===== config.mk =====
export PLATFORM = sky130hd
export DESIGN_NAME = ext_brk_mask_ctrl
export DESIGN_NICKNAME = d
export VERILOG_FILES = /design/src/rtl/ebm_pkg.sv /design/src/rtl/ebm_edge_det.sv /design/src/rtl/ebm_pending.sv /design/src/rtl/ebm_arbiter.sv /design/src/rtl/ext_brk_mask_ctrl.sv
export SDC_FILE = /design/constraint.sdc
export NUM_CORES = 1
export LEC_CHECK = 0
export ABC_AREA = 1
export CORE_AREA = 2 2 39 41
export CTS_BUF_LIST = sky130_fd_sc_hd__clkbuf_8
export DETAILED_ROUTE_END_ITERATION = 10
export DIE_AREA = 0 0 41 43
export PLACE_DENSITY_LB_ADDON = 0.3
export REMOVE_ABC_BUFFERS = 1
export SYNTH_ARGS = -nofsm -noshare
export SYNTH_HDL_FRONTEND = slang
export SYNTH_HIERARCHICAL = 1
export SYNTH_SLANG_ARGS = --single-unit
export TNS_END_PERCENT = 100

===== constraint.sdc =====
create_clock -name clk -period 1.5 [get_ports clk]
set_input_delay 0.15 -clock clk [delete_from_list [all_inputs] [get_ports clk]]
set_output_delay 0.15 -clock clk [all_outputs]
set_load 0.02 [all_outputs]

===== src/rtl/ebm_pkg.sv =====
package ebm_pkg;
  typedef struct packed {
    logic nmask;
    logic mask;
  } brk_req_t;
endpackage


===== src/rtl/ebm_edge_det.sv =====
module ebm_edge_det #(
  parameter int W = 2
) (
  input  logic         clk,
  input  logic         rst,
  input  logic [W-1:0] lvl,
  output logic [W-1:0] rise
);
  logic [W-1:0] prev_q;

  always_ff @(posedge clk) begin
    if (rst) prev_q <= '0;
    else     prev_q <= lvl;
  end

  for (genvar g = 0; g < W; g++) begin : g_bit
    assign rise[g] = lvl[g] & ~prev_q[g];


    single_rise_chk: assert property (@(posedge clk) disable iff (rst)
      rise[g] |=> !rise[g]);
  end
endmodule


===== src/rtl/ebm_pending.sv =====
module ebm_pending
  import ebm_pkg::*;
(
  input  logic     clk,
  input  logic     rst,
  input  brk_req_t new_req,
  input  logic     take,
  output brk_req_t eff_req
);
  brk_req_t pend_q;

  assign eff_req.mask  = pend_q.mask  | new_req.mask;
  assign eff_req.nmask = pend_q.nmask | new_req.nmask;

  always_ff @(posedge clk) begin
    if (rst || take) pend_q <= '0;
    else             pend_q <= eff_req;
  end


  cleared_after_take_chk: assert property (@(posedge clk) disable iff (rst)
    take |=> (pend_q == '0));
endmodule


===== src/rtl/ebm_arbiter.sv =====
module ebm_arbiter
  import ebm_pkg::*;
(
  input  logic     clk,
  input  logic     rst,
  input  brk_req_t eff_req,
  input  logic     recov,
  input  logic     ls_done,
  output logic     take,
  output logic     stop_req,
  output logic     stop_nonrecov
);
  logic nm_take;
  logic m_take;

  assign nm_take = ls_done & eff_req.nmask;
  assign m_take  = ls_done & eff_req.mask & recov;
  assign take    = nm_take | m_take;

  always_ff @(posedge clk) begin
    if (rst) begin
      stop_req      <= 1'b0;
      stop_nonrecov <= 1'b0;
    end else begin
      stop_req      <= take;
      stop_nonrecov <= nm_take & ~recov;
    end
  end


  stop_after_done_chk: assert property (@(posedge clk) disable iff (rst)
    stop_req |-> $past(ls_done));
endmodule


===== src/rtl/ext_brk_mask_ctrl.sv =====
module ext_brk_mask_ctrl
  import ebm_pkg::*;
#(
  parameter int PERIPH_W = 4
) (
  input  logic                clk,
  input  logic                rst,
  input  logic [PERIPH_W-1:0] periph_req,
  input  logic                dport_mask,
  input  logic                dport_nmask,
  input  logic                recov,
  input  logic                ls_done,
  output logic                stop_req,
  output logic                stop_nonrecov
);
  localparam int DBG_W = 2;

  logic [DBG_W-1:0] dbg_rise;
  brk_req_t         new_req;
  brk_req_t         eff_req;
  logic             take;

  ebm_edge_det #(.W(DBG_W)) edge_i (
    .clk  (clk),
    .rst  (rst),
    .lvl  ({dport_nmask, dport_mask}),
    .rise (dbg_rise)
  );

  assign new_req.mask  = dbg_rise[0] | (|periph_req);
  assign new_req.nmask = dbg_rise[1];

  ebm_pending pend_i (
    .clk     (clk),
    .rst     (rst),
    .new_req (new_req),
    .take    (take),
    .eff_req (eff_req)
  );

  ebm_arbiter arb_i (
    .clk           (clk),
    .rst           (rst),
    .eff_req       (eff_req),
    .recov         (recov),
    .ls_done       (ls_done),
    .take          (take),
    .stop_req      (stop_req),
    .stop_nonrecov (stop_nonrecov)
  );


  nonrecov_with_stop_chk: assert property (@(posedge clk) disable iff (rst)
    stop_nonrecov |-> stop_req);


  masked_needs_recov_chk: assert property (@(posedge clk) disable iff (rst)
    (stop_req && !stop_nonrecov) |-> $past(recov));
endmodule


* After elaboration in Yosys (flattened, before gate mapping) *
Index checks and enable logic that the tools add are counted.

cells by class
  bitwise gates (word level) = 13
  reductions and logical operators = 2

operator list
  cell              number
  $and 1x1->1       6
  $or 1x1->1        4
  $reduce_or 4->1   1
  $not 1->1         3
  $logic_or 1x1->1  1

word-level totals
  logic and storage cells = 20
  bits in registers = 6

* Longest topological paths before layout *
Gate-level depths: netlist of the first run.

  depth after elaboration = 8
  mapped depth = 11
  gate-level depth less buffers = 11

* By module *
The synthesis of the first run kept the hierarchy.

by module, submodules not included
  module             area an instance (um2)  instances  cells each  sequential area each (um2)
  ebm_pending        76.3                    1          11          40.0
  ebm_arbiter        62.6                    1          7           40.0
  ebm_edge_det       62.6                    1          8           40.0
  ext_brk_mask_ctrl  16.3                    1          4           0.0

* Worst setup path before layout of the first run *
Ideal clock, no wire load.

  path kind = register to register
  start = register edge_i.prev_q[0]
  end = register pend_i/pend_q[1] (netlist bit)
  data arrival time = 926 ps
  setup slack = 510 ps
  setup time = 64 ps
  stages on the path, launching flop included = 11
  path buffers = 0
  clock period less this slack = 990 ps
  cell sequence = dfxtp_1 nor2_1 nor2_1 nand3_1 nor2_1 inv_1 nand3_1 nand2_1 clkinv_1 nand2_2 nor2_1

RTL lines
  what                    RTL line            source
  from (decl)             ebm_edge_det.sv:9   logic [W-1:0] prev_q;
  from (signal assigned)  ebm_edge_det.sv:13  else prev_q <= lvl;
  to (signal assigned)    ebm_pending.sv:17   else pend_q <= eff_req;
  to (decl)               ebm_pending.sv:10   brk_req_t pend_q;

* Worst setup path after layout of the first run *
  start = register arb_i.stop_nonrecov
  end = output port stop_nonrecov

RTL lines
  what                    RTL line                 source
  from (decl)             ebm_arbiter.sv:11        output logic stop_nonrecov
  from (signal assigned)  ebm_arbiter.sv:26        stop_nonrecov <= nm_take & ~recov;
  to (decl)               ext_brk_mask_ctrl.sv:14  output logic stop_nonrecov

No word-level cell between the ends.

==> results of run 1 <==
[sequential cells by signal, indices dropped and copies added, names as in the netlist]
name	count
edge_i/prev_q	2
pend_i/pend_q	2
arb_i/stop_nonrecov	1
arb_i/stop_req	1
[kinds of logic after synthesis]
family | Yosys count
AND/OR/NAND/NOR | 16
buffers and inverters | 7
flip-flops | 6
AO/OA/AOI/OAI | 1
[stage by stage]
stage,utilization [%],worst slack (ps),instances
floorplan,-,510.3,30
global placement,25.14,72.32,57
detailed placement,25.14,33.26,57
CTS,28.12,219.1,60
global route,28.12,138.1,60
finish,28.12,232.6,60
[power groups by stage]
| stage | clock network (uW) | logic, uW | registers (uW) |
|---|---|---|---|
| detailed placement | 0 | 55.7 | 175 |
| finish | 244 | 54.9 | 172 |
| global route | 261 | 61.4 | 173 |
| global placement | 0 | 55.3 | 175 |
| floorplan | 0 | 18.7 | 178 |
| CTS | 247 | 55.9 | 172 |
[metal layers]
layer  vias up  GRT usage (%)
li1        116              -
met1        83          4.194
met2         9          9.375
met3         4          6.283
met4         0          14.00
met5         -              0
[cell type report]
type / count / area (um2) / area share, %
sequential: 6 / 120.1 / 30.87
timing repair buffer: 11 / 110.1 / 28.30
multi-input combinational: 17 / 71.32 / 18.33
tap: 16 / 20.02 / 5.145
inverter: 7 / 26.28 / 6.752
clock buffer: 3 / 41.29 / 10.61
[synth_stat cells]
master	count	area (um2)
nand2_2	1	6.260
nor2_1	10	37.54
clkinv_1	2	7.510
nand3_1	2	10.01
nor3_1	1	5.000
a21oi_1	1	5.000
nand2_1	2	7.510
inv_1	5	18.77
dfxtp_1	6	120.1
[worst min path at each step]
| stage | startpoint | to | slack [ps] | depth (start not counted) |
|---|---|---|---|---|
| final | pend_i/pend_q[0]$_SDFF_PP0_ | pend_i/pend_q[0]$_SDFF_PP0_ | 460 | 2 |
| after global routing | dport_nmask | edge_i/prev_q[1]$_SDFF_PP0_ | 490 | 3 |
| after CTS | pend_i/pend_q[0]$_SDFF_PP0_ | pend_i/pend_q[0]$_SDFF_PP0_ | 460 | 2 |
| after detailed placement | pend_i/pend_q[0]$_SDFF_PP0_ | pend_i/pend_q[0]$_SDFF_PP0_ | 460 | 2 |
| after global placement | pend_i/pend_q[0]$_SDFF_PP0_ | pend_i/pend_q[0]$_SDFF_PP0_ | 450 | 2 |
| after floorplan | rst | arb_i/stop_req$_SDFF_PP0_ | 220 | 1 |
[cells in the final DEF (no fill, tap or decap)]
master            n
a21oi_1           1
clkbuf_8          3
clkdlybuf4s50_1  11
clkinv_1          2
dfxtp_1           6
inv_1             5
nand2_1           2
nand2_2           1
nand3_1           2
nor2_1           10
nor3_1            1
==> metrics.csv, run 1 <==
metric,value,unit
p_comb_share,11.7,%
crit-reg2reg-capture,pend_i/pend_q[1]$_SDFF_PP0_,
layout.nets,56,
clkLatencyLatePin,220,ps
synth_cell_types,9,
postSynthCellCount,30,
cpLargestDelayFamily,buffers and inverters,
worst_ir_drop_vdd,0.5335,mV
placementRows,14,
setup_repair_after_global_routing_missed_its_margin,false,
timing.critical_path.cells,clkdlybuf4s50_1,
cp_slowest_cell,clkdlybuf4s50_1,
cts_buffer_depth,2,
place_congestion,0.6231,
drt_pass1_iterations,1,
dpl-instance-area,347.8,um2
rr_worst_depth,10,
cts.sink_count,6,
fp.dieW,41,um
grt_max_degree,6,
floorplan.io_pins,12,
htreeDepth,1,
critical_path_cell_count,1,
dr.first_iter.drc_count,0,
power.net_switching,95.62,uW
routed_via_density,3.533,
setup.worst_path.end_class,output port,
worst-path-buf-inv,1,
worst_ep_arrival_time,1120,ps
antenna_violations_before_repair,0,
postCtsResizedCells,0,
postCtsSetupBuffers,0,
ys_seq_elements,6,
worst_min_delay_path_class,register to register,
cts.hold.buffers_added,0,
floorplan.die_area,0.001763,mm2
final_period_minus_worst_setup_slack,1267,ps
core,0.001384,mm2
cts-buffers-inserted,3,
share_of_cells_above_drive_strength_1,9.091,%
worst_setup_path_startpoint,arb_i/stop_nonrecov$_SDFF_PP0_,
fillCellCount,161,
yosys.area_share.xor_xnor,0,%
drc_errors,0,
total_wire_length,459,um
total_power,471.1,uW
synth.avg_cell_area,7.257,um2
critPathKind,register to output port,
r2r_setup_slack,400,ps
chipHeight,43,um
postLayoutCellArea,389.1,um2
critical_path.reg2reg.startpoint,edge_i/prev_q[0]$_SDFF_PP0_,
finalSetupViolations,0,
pwr-share-clk,51.8,%
drv.max_cap_violation_count,0,
share_of_the_synthesized_area_in_compound_gates_ao_oa_aoi_oai,2.299,%
post-route-period-util,84.49,%
grt_overflow,0,
initial_utilization,15.73,%
grt_util_all_layers,7.638,%
multiplexer_share_of_the_synthesized_area,0,%
adder_and_majority_gate_portion_of_the_synthesized_area,0,%
met3RoutedLength,53,um
number_of_global_route_vias_before_repair,180,
timing.critical_path.fanout_max,1,
place.port_buffers,11,
whs,463.0,ps
clkSlewWorstSetupHoldPaths,40,ps
flow.area_growth_from_synthesis,78.74,%
tightestPinTransition,212.0,ps
wire_length_of_the_first_global_routing_pass,683,um
route.antenna.remaining_nets,0,
critPathCapture,stop_nonrecov,
slew_viol_final,0,
relSlewSlack,85.82,%
tns,0,ps
cp-start-kind,register,
fin_worst_skew,3.086,ps
synth.cell_area,217.7,um2
synth_top_family_by_area,simple AND/OR/NAND/NOR gates,
internal_power,375.5,uW
m1WireLength,157,um
p_sw_share,20.30,%
max_clock_freq,789.0,MHz
cp.required,1350,ps
antenna_fix_cells,0,
yosysWarnings,6,
clock_tree_from_tritoncts,done,
hold_violations,0,
post_drt_wl_per_cell,7.650,um
seq_power_share,36.6,%
vias,212,
powerDensity,1211,mW/mm2
power.static_leakage,0.0001739,uW
top_signal_layer_used,met4,
met2_length,208,um
simple_gate_fraction_of_synth_area,30.46,%
timing.critical_path.slowest_cell_delay,590,ps
ctsRootBufferMaster,clkbuf_8,
outcome,"complete, no violations",
synth.yosys.seq_area_share,55.17,%
(Power assumes the default switching activity.)
==> inputs of run 2 (changes only) <==
- clock period: 1.5 -> 1.1 ns (I/O delays scaled with it)
==> metrics.csv, run 2 (synthesis gave the netlist of run 1 again) <==
metric,value,unit
worst_min_delay_path_class,primary input to register,
place_congestion,0.6620,
fp.dieW,41,um
cp.required,1250,ps
fillCellCount,152,
slew_viol_final,0,
fin_worst_skew,0.7500,ps
biggestRegsByFlops,"edge_i/prev_q (2), pend_i/pend_q (2)",
grt_overflow,0,
cts.sink_count,6,
placed_wire_length_estimate,357.3,um
number_of_global_route_vias_before_repair,220,
powerDensity,1497,mW/mm2
outcome,"complete, no violations",
drc_errors,0,
dpl_worst_slack,-323.6,ps
floorplan.die_area,0.001763,mm2
core,0.001384,mm2
hold_violations,0,
drt_pass1_iterations,2,
multi_input_area,83.83,um2
top_library_cells_by_usage_in_the_layout_fill_and_taps_aside,"nor2_1, clkdlybuf4s50_1, dfxtp_1",
power.static_leakage,0.0002104,uW
cp-start-kind,register,
setup_repair_after_global_routing_missed_its_margin,true,
drv.max_cap_violation_count,0,
finalSetupViolations,0,
worst_ep_arrival_time,1220,ps
grt_util_all_layers,7.538,%
share_of_cells_above_drive_strength_1,28.57,%
routed_via_density,3.446,
ctsRootBufferMaster,clkbuf_8,
chipHeight,43,um
worst_ir_drop_vdd,0.4993,mV
timing.critical_path.fanout_max,2,
placementRows,14,
total_wire_length,490,um
dr.first_iter.drc_count,1,
cts-buffers-inserted,3,
layout.nets,61,
antenna_fix_cells,0,
clkLatencyLatePin,220,ps
final_period_minus_worst_setup_slack,1061,ps
clock_tree_from_tritoncts,done,
wire_length_of_the_first_global_routing_pass,793,um
cts.hold.buffers_added,0,
initial_utilization,15.73,%
floorplan.io_pins,12,
vias,224,
critPathKind,register to register,
post-route-period-util,96.46,%
postLayoutSetupSlackWorst,38.89,ps
cts_buffer_depth,2,
flow.area_growth_from_synthesis,100.6,%
route.antenna.remaining_nets,0,
most_common_cell_after_layout_fill_and_taps_aside,nor2_1,
clkSlewWorstSetupHoldPaths,40,ps
relSlewSlack,86.01,%
antenna_violations_before_repair,0,
whs,432.8,ps
register_area,120.1,um2
post_drt_wl_per_cell,7.538,um
setup.worst_path.end_class,register,
grt_max_degree,6,
max_clock_freq,942.4,MHz
tightestPinTransition,210.7,ps
htreeDepth,1,
place.port_buffers,11,
==> run 2: worst max-delay path: stages, from the launching register on <==
cell      delay (ps)
dfxtp_1          300
nor2_1            40
nor2_1            80
nand3_1           90
nor2_2           100
inv_1             60
nand3_2           90
nand2_2           60
clkinv_2          40
nand2_2           40
nor2_1           100
==> run 2: worst paths after layout <==
path | startpoint | to | slack [ps] | depth (start not counted)
min | dport_mask | edge_i/prev_q[0]$_SDFF_PP0_ | 430 | 5
max reg2reg | edge_i/prev_q[0]$_SDFF_PP0_ | pend_i/pend_q[1]$_SDFF_PP0_ | 40 | 10
max | edge_i/prev_q[0]$_SDFF_PP0_ | pend_i/pend_q[1]$_SDFF_PP0_ | 40 | 10
min reg2reg | pend_i/pend_q[1]$_SDFF_PP0_ | pend_i/pend_q[1]$_SDFF_PP0_ | 470 | 2
==> run 2: per-layer routing <==
layer	up-vias	global-route usage [%]	routed length (um)
li1	126	-	-
met1	93	6.129	187
met2	5	10.94	253
met3	0	3.141	48
met4	0	10.00	0
met5	-	0	0
==> run 2: stage by stage <==
stage                     instances  util [%]  cell area (um2)  TNS [ps]  total power, uW
final                            65     31.56            436.7         0            653.9
after global routing             65     31.56            436.7    -126.8            683.4
after CTS                        65     31.37            434.2         0            663.7
after detailed placement         59     26.22            362.8    -949.7            320.4
after global placement           59     26.22            362.8    -878.1            319.7
after floorplan                  30         -            217.7         0            268.1
==> run 2: layout make-up <==
| type | instances | share of cell area [%] |
|---|---|---|
| inverter | 7 | 6.304 |
| clock buffer | 3 | 9.456 |
| multi-input combinational | 17 | 19.20 |
| tap | 16 | 4.585 |
| timing repair buffer | 16 | 32.95 |
| sequential | 6 | 27.51 |
==> run 2: repair_timing <==
| item | CTS | global route |
|---|---|---|
| hold endpoints to repair | 0 | 0 |
| setup endpoints to repair | 4 | 4 |
| setup buffers | 3 | 0 |
| gates resized for setup | 7 | 1 |
| pin swaps | 5 | 1 |
==> run 2: power by group <==
part | switching, uW | leakage [uW] | internal (uW) | total [uW]
Clock | 93.8 | 0.0000216 | 235 | 329
Sequential | 3.15 | 0.0000497 | 232 | 235
Combinational | 36.6 | 0.000139 | 53.5 | 90.0
Total | 133 | 0.000210 | 520 | 654
==> inputs of run 3 (changes only) <==
- CAP_MARGIN: unset -> 20
==> results of run 3 <==
No change in the layout: final DEF, timing and power equal those of run 2.
